### src/rtl/rsu_pkg.sv
package rsu_pkg;
  typedef enum logic [1:0] {
    SH_PASS  = 2'd0,
    SH_RIGHT = 2'd1,
    SH_LEFTC = 2'd2,
    SH_ROTR  = 2'd3
  } sh_mode_e;

  typedef enum logic [1:0] {
    SAR_HOLD = 2'd0,
    SAR_CPL  = 2'd1,
    SAR_OUT  = 2'd2,
    SAR_IDLE = 2'd3
  } sar_op_e;
endpackage

### src/rtl/rsu_shift_core.sv
module rsu_shift_core
  import rsu_pkg::*;
#(
  parameter int unsigned W  = 32,
  localparam int unsigned SW = $clog2(W)
) (
  input  logic [W-1:0]  data_i,
  input  logic [SW-1:0] amt_i,
  input  sh_mode_e      mode_i,
  output logic [W-1:0]  res_o
);
  // left amount is W - amt, i.e. two's negation in SW bits; amt==0 means a full-width shift
  logic [SW-1:0] lamt;
  logic          lzero;
  assign lamt  = '0 - amt_i;
  assign lzero = (amt_i == '0);

  logic [W-1:0] r_stg [SW+1];
  logic [W-1:0] l_stg [SW+1];
  assign r_stg[0] = data_i;
  assign l_stg[0] = data_i;

  for (genvar k = 0; k < SW; k++) begin : g_stage
    assign r_stg[k+1] = amt_i[k] ? (r_stg[k] >> (1 << k)) : r_stg[k];
    assign l_stg[k+1] = lamt[k]  ? (l_stg[k] << (1 << k)) : l_stg[k];
  end

  logic [W-1:0] right_w, left_w;
  assign right_w = r_stg[SW];
  assign left_w  = lzero ? '0 : l_stg[SW];

  always_comb begin
    unique case (mode_i)
      SH_PASS:  res_o = data_i;
      SH_RIGHT: res_o = right_w;
      SH_LEFTC: res_o = left_w;
      SH_ROTR:  res_o = left_w ^ right_w;
      default:  res_o = data_i;
    endcase
  end
endmodule

### src/rtl/rsu_sar_reg.sv
module rsu_sar_reg
  import rsu_pkg::*;
#(
  parameter int unsigned W    = 32,
  parameter int unsigned UW   = 16,
  localparam int unsigned SW  = $clog2(W)
) (
  input  logic          clk_i,
  input  logic          rst_ni,
  input  sar_op_e       op_i,
  input  logic          lit_load_i,
  input  logic [UW-1:0] ucode_i,
  input  logic [W-1:0]  res_i,
  output logic [SW-1:0] sar_o
);
  logic [SW-1:0] sar_q, sar_d;
  logic [4:0]    lit5;
  logic [SW-1:0] lit_val;
  logic [W-1:0]  folded;

  assign lit5    = {ucode_i[13:11], 2'b00} ^ {3'b000, ucode_i[9:8]};
  assign lit_val = SW'(lit5);
  assign folded  = ({1'b0, res_i[W-1:1]} & ~W'(3)) ^ (res_i & W'(3));

  always_comb begin
    sar_d = sar_q;
    if (lit_load_i) begin
      sar_d = lit_val;
    end else begin
      unique case (op_i)
        SAR_CPL: sar_d = '0 - sar_q;
        SAR_OUT: sar_d = folded[SW-1:0];
        default: sar_d = sar_q;
      endcase
    end
  end

  always_ff @(posedge clk_i or negedge rst_ni) begin
    if (!rst_ni) sar_q <= '0;
    else         sar_q <= sar_d;
  end

  assign sar_o = sar_q;

  assert_rst_zero_R1: assert property (@(posedge clk_i) !rst_ni |=> sar_o == '0);
  assert_hold_R7: assert property (@(posedge clk_i) disable iff (!rst_ni)
    (!lit_load_i && (op_i == SAR_HOLD || op_i == SAR_IDLE)) |=> $stable(sar_o));
  assert_cpl_R8: assert property (@(posedge clk_i) disable iff (!rst_ni)
    (!lit_load_i && op_i == SAR_CPL) |=> (sar_o + $past(sar_o)) == '0);
  assert_from_out_R9: assert property (@(posedge clk_i) disable iff (!rst_ni)
    (!lit_load_i && op_i == SAR_OUT) |=> sar_o == SW'({$past(res_i[5:3]), $past(res_i[1:0])}));
  assert_lit_R10: assert property (@(posedge clk_i) disable iff (!rst_ni)
    lit_load_i |=> sar_o == SW'({$past(ucode_i[13:11]), $past(ucode_i[9:8])}));
endmodule

### src/rtl/rsu_top.sv
module rsu_top
  import rsu_pkg::*;
#(
  parameter int unsigned W   = 32,
  parameter int unsigned NW  = 16,
  parameter int unsigned UW  = 16,
  localparam int unsigned SW = $clog2(W)
) (
  input  logic          clk_i,
  input  logic          rst_ni,
  input  logic [W-1:0]  data_i,
  input  logic [NW-1:0] nw_a_i,
  input  logic [NW-1:0] nw_b_i,
  input  logic [1:0]    sar_op_i,
  input  logic          lit_load_i,
  input  logic [UW-1:0] ucode_i,
  output logic [W-1:0]  result_o,
  output logic [SW-1:0] sar_o
);
  sh_mode_e      mode;
  logic [SW-1:0] sar;

  // high mode bit from the first word's last bit, low bit from the second word's first bit
  assign mode = sh_mode_e'({nw_a_i[0], nw_b_i[NW-1]});

  rsu_shift_core #(.W(W)) u_core (
    .data_i (data_i),
    .amt_i  (sar),
    .mode_i (mode),
    .res_o  (result_o)
  );

  rsu_sar_reg #(.W(W), .UW(UW)) u_sar (
    .clk_i      (clk_i),
    .rst_ni     (rst_ni),
    .op_i       (sar_op_e'(sar_op_i)),
    .lit_load_i (lit_load_i),
    .ucode_i    (ucode_i),
    .res_i      (result_o),
    .sar_o      (sar)
  );

  assign sar_o = sar;

  assert_pass_R2: assert property (@(posedge clk_i) disable iff (!rst_ni)
    (!nw_a_i[0] && !nw_b_i[NW-1]) |-> result_o == data_i);
  assert_left_zero_R4: assert property (@(posedge clk_i) disable iff (!rst_ni)
    (nw_a_i[0] && !nw_b_i[NW-1] && sar_o == '0) |-> result_o == '0);
  assert_rot_zero_R5: assert property (@(posedge clk_i) disable iff (!rst_ni)
    (nw_a_i[0] && nw_b_i[NW-1] && sar_o == '0) |-> result_o == data_i);
  assert_rot_pop_R5: assert property (@(posedge clk_i) disable iff (!rst_ni)
    (nw_a_i[0] && nw_b_i[NW-1]) |-> $countones(result_o) == $countones(data_i));
endmodule

### config.mk
export PLATFORM = sky130hd
export DESIGN_NAME = rsu_top
export DESIGN_NICKNAME = d
export VERILOG_FILES = /design/src/rtl/rsu_pkg.sv /design/src/rtl/rsu_shift_core.sv /design/src/rtl/rsu_sar_reg.sv /design/src/rtl/rsu_top.sv
export SDC_FILE = /design/constraint.sdc
export NUM_CORES = 1
export LEC_CHECK = 0
export ABC_AREA = 1
export BUFFER_PORTS_ARGS = -buffer_cell sky130_fd_sc_hd__buf_2
export CELL_PAD_IN_SITES_DETAIL_PLACEMENT = 2
export CELL_PAD_IN_SITES_GLOBAL_PLACEMENT = 2
export CORE_UTILIZATION = 23
export DETAILED_ROUTE_END_ITERATION = 7
export PLACE_DENSITY_LB_ADDON = 0.1
export REMOVE_ABC_BUFFERS = 1
export SLEW_MARGIN = 30
export SYNTH_ARGS = -nofsm -noshare
export SYNTH_HDL_FRONTEND = slang
export SYNTH_SLANG_ARGS = --single-unit
### constraint.sdc
create_clock -name clk_i -period 3 [get_ports clk_i]
set_input_delay 0.6 -clock clk_i [delete_from_list [all_inputs] [get_ports clk_i]]
set_output_delay 0.6 -clock clk_i [all_outputs]
set_load 0.005 [all_outputs]
==> impl_metrics.toml <==
[run_status]
status = "finished, violations left"
violations = "DRC"

[yosys]
yosysSeqAreaShare_pct = 2.92
syn_avg_cell_area_um2 = 4.95
synthesis.area_um2 = 4290
ys_seq_elements = 5
yosys_warnings = 0
syn_inst = 866
synth-edff-count = 0
synthDistinctLibCells = 39
synthArstFlopShare_pct = 100
synthFlopType = "dfrtp_1"

[global_routing]
track_usage_pct = 24.5
grt_overflow = 0
grt_pass1_vias = 6797
grt_start_max_net_pins = 45
grt_pass1_wl_um = 37300
grt_antenna_before_repair = 0

[final_layout]
layout-drive-gt1-share_pct = 22.3
layout.nets = 1027
n_antenna_cell = 0
area_growth_pct = 29.1
largest_reg_flops = 5

[sta]
setup_viol = 0
worstMarginPinSlew_ns = 0.705
rsz0062_at_grt = "yes"
post-route-period-util_pct = 98.2
drv_slew = 0
fin_hold_ws_ns = 0.183
max-slew-margin-rel_pct = 52.6
timing.final.hold_violations = 0
max_freq_mhz = 340
fin_skew_ns = 0.00176
min_period_ns = 2.94

[critical_path]
critPathSlowestCell = "dfrtp_2"
cp_data_arrival_time_ns = 2.34
crit_top_cell = "nand2_1"
critical_path.max_fanout = 6
required_ns = 2.40
critPathKind = "register to output port"
endpoint_kind = "output port"
r2r_slack_ns = 0.71
path_cells = "inv_6, ha_4, inv_6, buf_4, o21ai_2, inv_2, o211ai_1, nand3_1, nand2_1, nand2_1, nand2_1, nand2_1, buf_2"
critical_path.startpoint_type = "register"
max_stage_delay_ns = 0.41

[routing]
first_pass_iters = 7
drt_iter0_drc = 356
routedWlPerCell_um = 21.1
drc = 4
routed_via_density = 5.45
via_count = 6371
antenna_left = 0
routed_wl_um = 24600

[worst_hold_path]
min_path_type = "primary input to async pin"

[cts]
insertion_delay_ns = 0.23
clk_pin_slew_worst_paths_ns = 0.03
root_buffer = "clkbuf_16"
cts_tree = "done"
numCtsBuffers = 3
clock-sinks = 5
clockBufferDepth = 2
htree_levels = 1

[pwr]
power_mw = 3.63
switchingPower_mw = 2.16
p_leak_nw = 2.90
seqPwrFrac_pct = 2.7
ir_drop_mv = 0.274
p_int_mw = 1.47
swShare_pct = 59.4
p_clk_share_pct = 6.1
p_comb_share_pct = 91.2
power_density_nw_per_um2 = 656

[place]
place_hpwl_um = 18200
gp_congestion = 0.833
port_buffers = 80

[floorplan]
coreArea_um2 = 18100
ios = 122
die_h_um = 139
die_w_um = 139
fp-row-count = 49
start_util_pct = 23.6
fp.dieArea_um2 = 19200

[job]
cap_viol_max_count = 0
repair_timing:
item | 4_1_cts | 5_1_grt
gates resized for setup | 12 | 58
setup endpoints to repair | 31 | 31
hold buffers | 0 | 0
pin swaps | 3 | 17
gates cloned | 2 | 2
setup buffers | 3 | 4
through the flow:
stage               utilization [%]  TNS, ns  cells  cell area, µm²  worst slack (ns)
global placement               27.5        0   1153            5000             0.120
CTS                            28.8  -0.0313   1162            5220          -0.00734
floorplan                         -   -46.79    809            3950             -1.41
global route                   30.5   -0.557   1168            5540           -0.0682
finish                         30.5        0   1168            5540            0.0551
detailed placement             27.5        0   1153            5000            0.0244
cell families after synthesis:
logic type	synth area share (%)
flops	2.92
xor+xnor	2.01
mux	1.17
simple gates	65.9
compound gates	14.7
buf+inv	12.8
fa+ha+maj	0.583
power groups by stage:
stage	sequential (mW)	clock, mW	combinational [mW]
detailed placement	0.0972	0	2.94
global route	0.101	0.226	3.62
floorplan	0.153	0	1.68
finish	0.0993	0.221	3.31
global placement	0.0957	0	2.86
CTS	0.0978	0.221	3.06
worst paths after layout:
check	startpoint	endpoint	cells past startpoint
hold / removal	rst_ni	u_sar.sar_o[2]	1
max in group asynchronous	rst_ni	u_sar.sar_o[0]	1
setup / recovery	u_sar.sar_o[0]	result_o[28]	13
setup reg to reg	u_sar.sar_o[0]	u_sar.sar_o[3]	13
hold reg to reg	u_sar.sar_o[4]	u_sar.sar_o[4]	2
min in group clk_i	u_sar.sar_o[4]	u_sar.sar_o[4]	2
per-layer routing:
| layer | global-route usage, % | vias to the layer above | part of all wire (%) | wire length [µm] |
|---|---|---|---|---|
| li1 | - | 3045 | - | - |
| met1 | 31.6 | 3166 | 45 | 11000 |
| met2 | 45.0 | 126 | 50 | 12300 |
| met3 | 0.829 | 34 | 2.7 | 668 |
| met4 | 5.74 | 0 | 2.6 | 650 |
| met5 | 0 | - | 0 | 0 |
cells in the mapped netlist (5+ instances only):
master	n	area, µm²
xor2_1	8	70.1
nand2_1	336	1260
nor2_1	30	113
a21boi_1	5	37.5
a21oi_1	8	40.0
nand3_1	226	1130
mux2i_1	5	50.1
nand2_2	15	93.8
o21ai_1	19	95.1
or2_1	10	62.6
dfrtp_1	5	125
inv_1	48	180
buf_4	6	45.0
o21ai_0	9	45.0
o211ai_1	42	315
nand4_1	5	31.3
buf_2	28	140
inv_2	6	22.5
clkbuf_1	12	45.0
buf_6	5	56.3
critical path: cells and delay by family, from the launching register on:
kind	cells	cell delay, ns
buffers and inverters	5	0.49
and+or+nand+nor	5	0.47
DFF	1	0.41
AOI/OAI and AO/OA	2	0.40
adders and majority gates	1	0.35
cell usage in the layout (no fill, tap or decap), drive strengths merged:
master    synthesis  layout
buf              45     123
nor2             30      30
dfrtp             5       5
inv              55      55
and2              4       4
clkinvlp          0       1
xnor2             1       1
a21boi            6       6
nand4             5       5
nand2           352     352
a21o              1       1
nand3b            4       4
a31oi             2       2
o211ai           44      44
nor3              3       3
a21oi             8       8
a221oi            3       3
nand3           230     230
clkbuf           12       6
or2              11      11
ha                2       2
o21ai            30      30
xor2              8       8
mux2i             5       5
layout make-up:
type,count,area (µm²)
clock buffer,4,78.8
fill,2365,12600
inverter,55,216
multi-input combinational,749,3850
sequential,5,128
tap,229,287
timing repair buffer,125,965
timing repair inverter,1,7.51
No activity file was read; power rests on OpenSTA's default activity.
